**config.mk**
```make
export PLATFORM = sky130hd
export DESIGN_NAME = bsc_bidir_pin
export DESIGN_NICKNAME = d
export VERILOG_FILES = /design/src/rtl/bsc_pkg.sv /design/src/rtl/bsc_std_cell.sv /design/src/rtl/bsc_pin_cell.sv /design/src/rtl/bsc_port_mux.sv /design/src/rtl/bsc_bidir_pin.sv
export SDC_FILE = /design/constraint.sdc
export NUM_CORES = 1
export LEC_CHECK = 0
export CAP_MARGIN = 0
export CELL_PAD_IN_SITES_DETAIL_PLACEMENT = 2
export CELL_PAD_IN_SITES_GLOBAL_PLACEMENT = 2
export CORE_MARGIN = 1.5
export CORE_UTILIZATION = 21
export CTS_CLUSTER_SIZE = 20
export DETAILED_ROUTE_END_ITERATION = 16
export GPL_TIMING_DRIVEN = 0
export PLACE_DENSITY = 0.74
export SLEW_MARGIN = 20
export SYNTH_ARGS = -nofsm -noshare
export SYNTH_HDL_FRONTEND = slang
export SYNTH_HIERARCHICAL = 1
export SYNTH_SLANG_ARGS = --single-unit
```
**constraint.sdc**
```tcl
create_clock -name clk_i -period 1.15 [get_ports clk_i]
set_input_delay 0.23 -clock clk_i [delete_from_list [all_inputs] [get_ports clk_i]]
set_output_delay 0.23 -clock clk_i [all_outputs]
set_load 0.005 [all_outputs]
```
**src/rtl/bsc_pkg.sv**
```systemverilog
package bsc_pkg;
  localparam int unsigned PIN_STAGES = 2;
  localparam int unsigned CHAIN_LEN  = PIN_STAGES + 1;

  typedef struct packed {
    logic oe;
    logic dat;
  } pin_drive_t;
endpackage

```
**src/rtl/bsc_std_cell.sv**
```systemverilog
module bsc_std_cell #(
  parameter logic RST_VAL = 1'b0
) (
  input  logic clk_i,
  input  logic rst_ni,
  input  logic capture_i,
  input  logic shift_i,
  input  logic update_i,
  input  logic cap_d_i,
  input  logic scan_i,
  output logic scan_o,
  output logic upd_o
);
  logic stage_q, upd_q;

  always_ff @(posedge clk_i or negedge rst_ni) begin
    if (!rst_ni) begin
      stage_q <= RST_VAL;
    end else if (capture_i) begin
      stage_q <= cap_d_i;
    end else if (shift_i) begin
      stage_q <= scan_i;
    end
  end

  always_ff @(posedge clk_i or negedge rst_ni) begin
    if (!rst_ni)       upd_q <= RST_VAL;
    else if (update_i) upd_q <= stage_q;
  end

  assign scan_o = stage_q;
  assign upd_o  = upd_q;

  a_r7_latch_hold: assert property (@(posedge clk_i) disable iff (!rst_ni)
    !update_i |=> $stable(upd_q));
  a_r3_pu_capture: assert property (@(posedge clk_i) disable iff (!rst_ni)
    capture_i |=> stage_q == $past(cap_d_i));
endmodule

```
**src/rtl/bsc_pin_cell.sv**
```systemverilog
module bsc_pin_cell
  import bsc_pkg::*;
(
  input  logic       clk_i,
  input  logic       rst_ni,
  input  logic       capture_i,
  input  logic       shift_i,
  input  logic       update_i,
  input  logic       pad_in_i,
  input  logic       oe_cap_i,
  input  logic       scan_i,
  output logic       scan_o,
  output pin_drive_t drive_o
);
  // stage_q[1] = control, stage_q[0] = data (chain tail)
  logic [PIN_STAGES-1:0] stage_q;
  pin_drive_t            drive_q;

  always_ff @(posedge clk_i or negedge rst_ni) begin
    if (!rst_ni) begin
      stage_q <= '0;
    end else if (capture_i) begin
      stage_q <= {oe_cap_i, pad_in_i};
    end else if (shift_i) begin
      stage_q <= {scan_i, stage_q[PIN_STAGES-1:1]};
    end
  end

  always_ff @(posedge clk_i or negedge rst_ni) begin
    if (!rst_ni) begin
      drive_q <= '0;
    end else if (update_i) begin
      drive_q.oe  <= stage_q[1];
      drive_q.dat <= stage_q[0];
    end
  end

  assign scan_o  = stage_q[0];
  assign drive_o = drive_q;

  a_r3_pin_capture: assert property (@(posedge clk_i) disable iff (!rst_ni)
    capture_i |=> (scan_o == $past(pad_in_i)) && (stage_q[1] == $past(oe_cap_i)));
  a_r4_shift_order: assert property (@(posedge clk_i) disable iff (!rst_ni)
    (shift_i && !capture_i) |=> (scan_o == $past(stage_q[1])) && (stage_q[1] == $past(scan_i)));
  a_r5_update_copy: assert property (@(posedge clk_i) disable iff (!rst_ni)
    update_i |=> (drive_o.oe == $past(stage_q[1])) && (drive_o.dat == $past(stage_q[0])));
endmodule

```
**src/rtl/bsc_port_mux.sv**
```systemverilog
module bsc_port_mux
  import bsc_pkg::*;
(
  input  logic       clk_i,
  input  logic       rst_ni,
  input  logic       test_mode_i,
  input  logic       port_bit_i,
  input  logic       dir_bit_i,
  input  logic       pud_i,
  input  pin_drive_t drive_i,
  input  logic       pu_lat_i,
  output logic       pad_out_o,
  output logic       pad_oe_o,
  output logic       pullup_en_o
);
  logic pu_norm;

  always_comb begin
    pu_norm = !pud_i && !dir_bit_i && port_bit_i;
    if (test_mode_i) begin
      pad_oe_o    = drive_i.oe;
      pad_out_o   = drive_i.dat;
      pullup_en_o = pu_lat_i;
    end else begin
      pad_oe_o    = dir_bit_i;
      pad_out_o   = port_bit_i;
      pullup_en_o = pu_norm;
    end
  end

  a_r2_pullup_input_only: assert property (@(posedge clk_i) disable iff (!rst_ni)
    (!test_mode_i && pullup_en_o) |-> (!pad_oe_o && !pud_i));
  a_r6_test_ignores_regs: assert property (@(posedge clk_i) disable iff (!rst_ni)
    (test_mode_i && $past(test_mode_i) && $stable(drive_i) && $stable(pu_lat_i))
      |-> ($stable(pad_oe_o) && $stable(pad_out_o) && $stable(pullup_en_o)));
endmodule

```
**src/rtl/bsc_bidir_pin.sv**
```systemverilog
module bsc_bidir_pin
  import bsc_pkg::*;
(
  input  logic clk_i,
  input  logic rst_ni,
  input  logic test_mode_i,
  input  logic capture_i,
  input  logic shift_i,
  input  logic update_i,
  input  logic scan_in_i,
  output logic scan_out_o,
  input  logic port_bit_i,
  input  logic dir_bit_i,
  input  logic pud_i,
  input  logic pad_in_i,
  output logic pad_out_o,
  output logic pad_oe_o,
  output logic pullup_en_o
);
  logic       pu_scan, pu_lat;
  pin_drive_t drive;

  bsc_std_cell #(.RST_VAL(1'b0)) u_pu_cell (
    .clk_i, .rst_ni, .capture_i, .shift_i, .update_i,
    .cap_d_i (pullup_en_o),
    .scan_i  (scan_in_i),
    .scan_o  (pu_scan),
    .upd_o   (pu_lat)
  );

  bsc_pin_cell u_pin_cell (
    .clk_i, .rst_ni, .capture_i, .shift_i, .update_i,
    .pad_in_i,
    .oe_cap_i (pad_oe_o),
    .scan_i   (pu_scan),
    .scan_o   (scan_out_o),
    .drive_o  (drive)
  );

  bsc_port_mux u_mux (
    .clk_i, .rst_ni, .test_mode_i, .port_bit_i, .dir_bit_i, .pud_i,
    .drive_i  (drive),
    .pu_lat_i (pu_lat),
    .pad_out_o, .pad_oe_o, .pullup_en_o
  );

  a_r8_reset_clear: assert property (@(posedge clk_i)
    !rst_ni |-> (!scan_out_o && !pu_scan && !pu_lat && (drive == '0)));
endmodule

```
Word-level counts from Yosys, hierarchy flattened
Cells that the tools add are included.

storage, ports and cells
  flip-flop bits (word level) = 6
  input port bits = 11
  output and inout port bits = 4

operators by class
  multiplexer cells = 7
  reductions and logical operators = 5

operator list
  cell                 number
  $mux W1              5
  $mux W2              2
  $logic_and A1 B1 Y1  2
  $logic_not A1 Y1     2
  $reduce_bool A2 Y1   1

Logic depth before layout (Yosys ltp)
  depth in word-level cells = 5
  depth in mapped cells = 4
  mapped depth without buffers = 4

Cells and area by module
The synthesis kept the hierarchy.

by module, submodules not included
  module        instances  cells an instance  area each (um2)
  bsc_pin_cell  1          12                 160.2
  bsc_std_cell  1          6                  83.8
  bsc_port_mux  1          6                  61.3

Least setup slack after synthesis
OpenSTA, ideal clock, no wires.

  path type = flip-flop to flip-flop
  start point = register u_pin_cell.drive_q, in the netlist u_pin_cell/drive_o[1]
  end point = register u_pin_cell.stage_q[1]
  setup time = 0.121 ns
  arrival = 0.718 ns
  setup slack = 0.312 ns
  stages on the path, launching flop included = 4
  buffers on the path = 0
  clock period less this slack = 0.838 ns
  path through = dfrtp_1 -> mux2_4 -> nand2_1 -> o21ai_1

on the way
  cells in the longest elaborated chain, start to end = 2

ends and longest elaborated chain
  what                  line                 text
  from (decl)           bsc_pin_cell.sv:17   pin_drive_t drive_q;
  $mux W1               bsc_port_mux.sv:20   if (test_mode_i) begin
  named net pad_oe_o    bsc_bidir_pin.sv:17  output logic pad_oe_o,
  $mux W2               bsc_pin_cell.sv:22   end else if (capture_i) begin
  to (signal assigned)  bsc_pin_cell.sv:23   stage_q <= {oe_cap_i, pad_in_i};
  to (signal assigned)  bsc_pin_cell.sv:25   stage_q <= {scan_i, stage_q[PIN_STAGES-1:1]};
  to (decl)             bsc_pin_cell.sv:16   logic [PIN_STAGES-1:0] stage_q;

The timed path passes the listed nets, and every way through them passes these cells.
A chain may end at the register's enable or synchronous reset.

Worst setup path after layout
  start point = register u_pin_cell.drive_q, in the netlist u_pin_cell/drive_o[1]
  end point = output port pad_oe_o

on the way
  cells in the longest elaborated chain, start to end = 1

ends and longest elaborated chain
  what       line
  $mux W1    bsc_port_mux.sv:20
  to (decl)  bsc_bidir_pin.sv:17

Every way passes these cells.

==> impl_metrics.ini <==
[status]
outcome = complete, but fails checks
violations = setup timing

[clock_tree]
h-tree-depth = 1
clk_latency_ns = 0.24
cts_buffers = 3
clockRootBuffer = clkbuf_4
cts.sinks = 6
cts_tree = yes
clk_path_buf_depth = 2
clk_pin_slew_ns = 0.05

[yosys]
yosysUniqueCellTypes = 8
synth_cells = 24
ys_seq_elements = 6
synth_area_leaders = dfrtp_1, mux2i_1, mux2_4
synth_nets = 35
syn-cell-area_um2 = 305
yosysTopAreaCellShare_pct = 49.2
syn_avg_cell_area_um2 = 12.7
yosysWarningCount = 6
yosys.area.top_type = dfrtp_1
seq_area_frac_synth_pct = 49.2

[route]
viasPerCell = 4.35
num_vias = 261
first_pass_iters = 2
drt_iter0_markers = 1
dr_wl_met2_um = 440
met1Wirelength_um = 324
routedWlPerCell_um = 13.6
dr_wl_met3_um = 45
drc = 0
highest_layer = met4
ant_nets = 0
routed_wl_um = 817

[worst_hold_path]
min_path_type = input pin to async pin

[timing]
fin_hold_ws_ns = 0.220
hold_viol = 0
rsz0062_at_grt = true
min_period_over_period_pct = 106
relSlewSlack_pct = 82.6
slew_viol_final = 0
setup_ws_ns = -0.0690
skew_ns = 0.00789
setup_violations = 2
fmax_mhz = 820
tightest_slew_ns = 0.260
post-route-min-period_ns = 1.22

[final_layout]
finalCoreUtilization_pct = 38.0
antenna_cells = 0
final_nets = 58
n_fill_cell = 144
syn_to_final_growth_pct = 66.0
drive_above_1_share_pct = 40.0
layoutNonFillerInstCount = 60
final_cell_mix = clkdlybuf4s50_1, dfrtp_1, nand2_1, dlygate4sd2_1, buf_4
final_area_um2 = 507

[critical_path]
worstPathMaxFanout = 2
r2r_end = u_pu_cell/scan_o
r2r_cells = 6
required_ns = 0.92
arrival_ns = 0.99
start_kind = flip-flop
reg2reg_slack_ns = 0.11
critPathKind = flip-flop to primary output
regToRegStartpoint = u_pu_cell/upd_o
critPathCaptureType = primary output

[power_and_ir_drop]
ir_drop_mv = 0.484
clkPwrFrac_pct = 30.8
pwr-share-seq_pct = 42.0
pwr-share-comb_pct = 27.2
p_leak_nw = 0.248
switchingPower_mw = 0.157
pwr_density_cell_nw_per_um2 = 1240
p_sw_share_pct = 25.0
power.internal_mw = 0.470
power.total_mw = 0.627

[place]
io_buffers = 14
gp_congestion = 0.643
placed_cell_area_um2 = 464
dp_hpwl_um = 638
place_inst = 53

[global_routing]
grt_pass1_vias = 280
overflow = 0
grt_pass1_wl_mm = 1.24
grt_max_degree = 7
grt_antenna_before_repair = 0
grt_use_total_pct = 12.1

[die]
io_pins = 15
start_util_pct = 22.9
rows = 13
die_w_um = 41.1
die-area_um2 = 1690
coreArea_um2 = 1330
die_height_um = 41.1

[flow_run]
drv_cap = 0
==> worst max-delay path by stage <==
stage	startpoint	end	slack, ns	cells past startpoint
2_1_floorplan	u_pin_cell/drive_o[1]	u_pin_cell/stage_q[1]	0.31	3
4_1_cts	u_pin_cell/drive_o[1]	pad_oe_o	-0.09	2
5_1_grt	u_pin_cell/drive_o[1]	pad_oe_o	-0.12	2
3_5_place_dp	test_mode_i	pullup_en_o	-0.71	4
3_3_place_gp	test_mode_i	pullup_en_o	-0.69	4
6_report	u_pin_cell/drive_o[1]	pad_oe_o	-0.07	2
==> Yosys cell counts <==
master    count
dfrtp_1       6
mux2_2        2
mux2_4        2
mux2i_1       3
nand2_1       6
nand2b_4      1
o21ai_1       3
o31ai_4       1
==> critical path: stages (launching register included) <==
cell     delay, ns
dfrtp_1       0.37
mux2_4        0.27
buf_6         0.11
==> what timing repair did <==
action,4_1_cts,5_1_grt
setup endpoints to repair,4,2
gates resized for setup,19,1
pin swaps,2,1
cloned,0,0
setup buffers,3,1
hold buffers,0,0
==> per-layer routing <==
| metal | vias to the layer above | global-route usage, % |
|---|---|---|
| met2 | 6 | 20.7 |
| li1 | 128 | - |
| met4 | 0 | 7.26 |
| met3 | 2 | 3.26 |
| met1 | 125 | 13.3 |
| met5 | - | 0 |
==> sequential cells by signal, indices dropped and copies added, names as in the netlist <==
signal / count
u_pin_cell/drive_o: 2
u_pu_cell/upd_o: 1
u_pin_cell/stage_q: 2
u_pu_cell/scan_o: 1
==> cell families (layout without fill, tap and decap cells) <==
group                  Yosys count  in the layout  synth area share [%]
flip-flops                       6              6                  49.2
AO/OA/AOI/OAI                    4              4                  11.9
multiplexers                     7              7                  27.0
buffers and inverters            0             21                     0
AND/OR/NAND/NOR                  7              7                  11.9
==> area by class of cell <==
cell class	count	area [µm²]	area share (%)
multi-input cells	18	158	31.1
well taps	15	18.8	3.70
flip-flops and latches	6	150	29.6
clock buffers	3	22.5	4.44
repair buffers	18	158	31.1
==> metrics by stage <==
step,worst slack [ns],TNS (ns)
finish,-0.0690,-0.0928
global route,-0.124,-0.200
CTS,-0.0907,-0.152
detailed placement,-0.710,-2.62
global placement,-0.687,-2.44
floorplan,0.312,0
==> power groups by stage <==
| stage | logic, mW | clock network (mW) | registers (mW) |
|---|---|---|---|
| after global routing | 0.190 | 0.212 | 0.269 |
| after detailed placement | 0.160 | 0 | 0.268 |
| after global placement | 0.155 | 0 | 0.266 |
| after CTS | 0.168 | 0.200 | 0.263 |
| after floorplan | 0.0675 | 0 | 0.260 |
| final | 0.171 | 0.193 | 0.263 |
No activity file was read; power rests on OpenSTA's default activity.
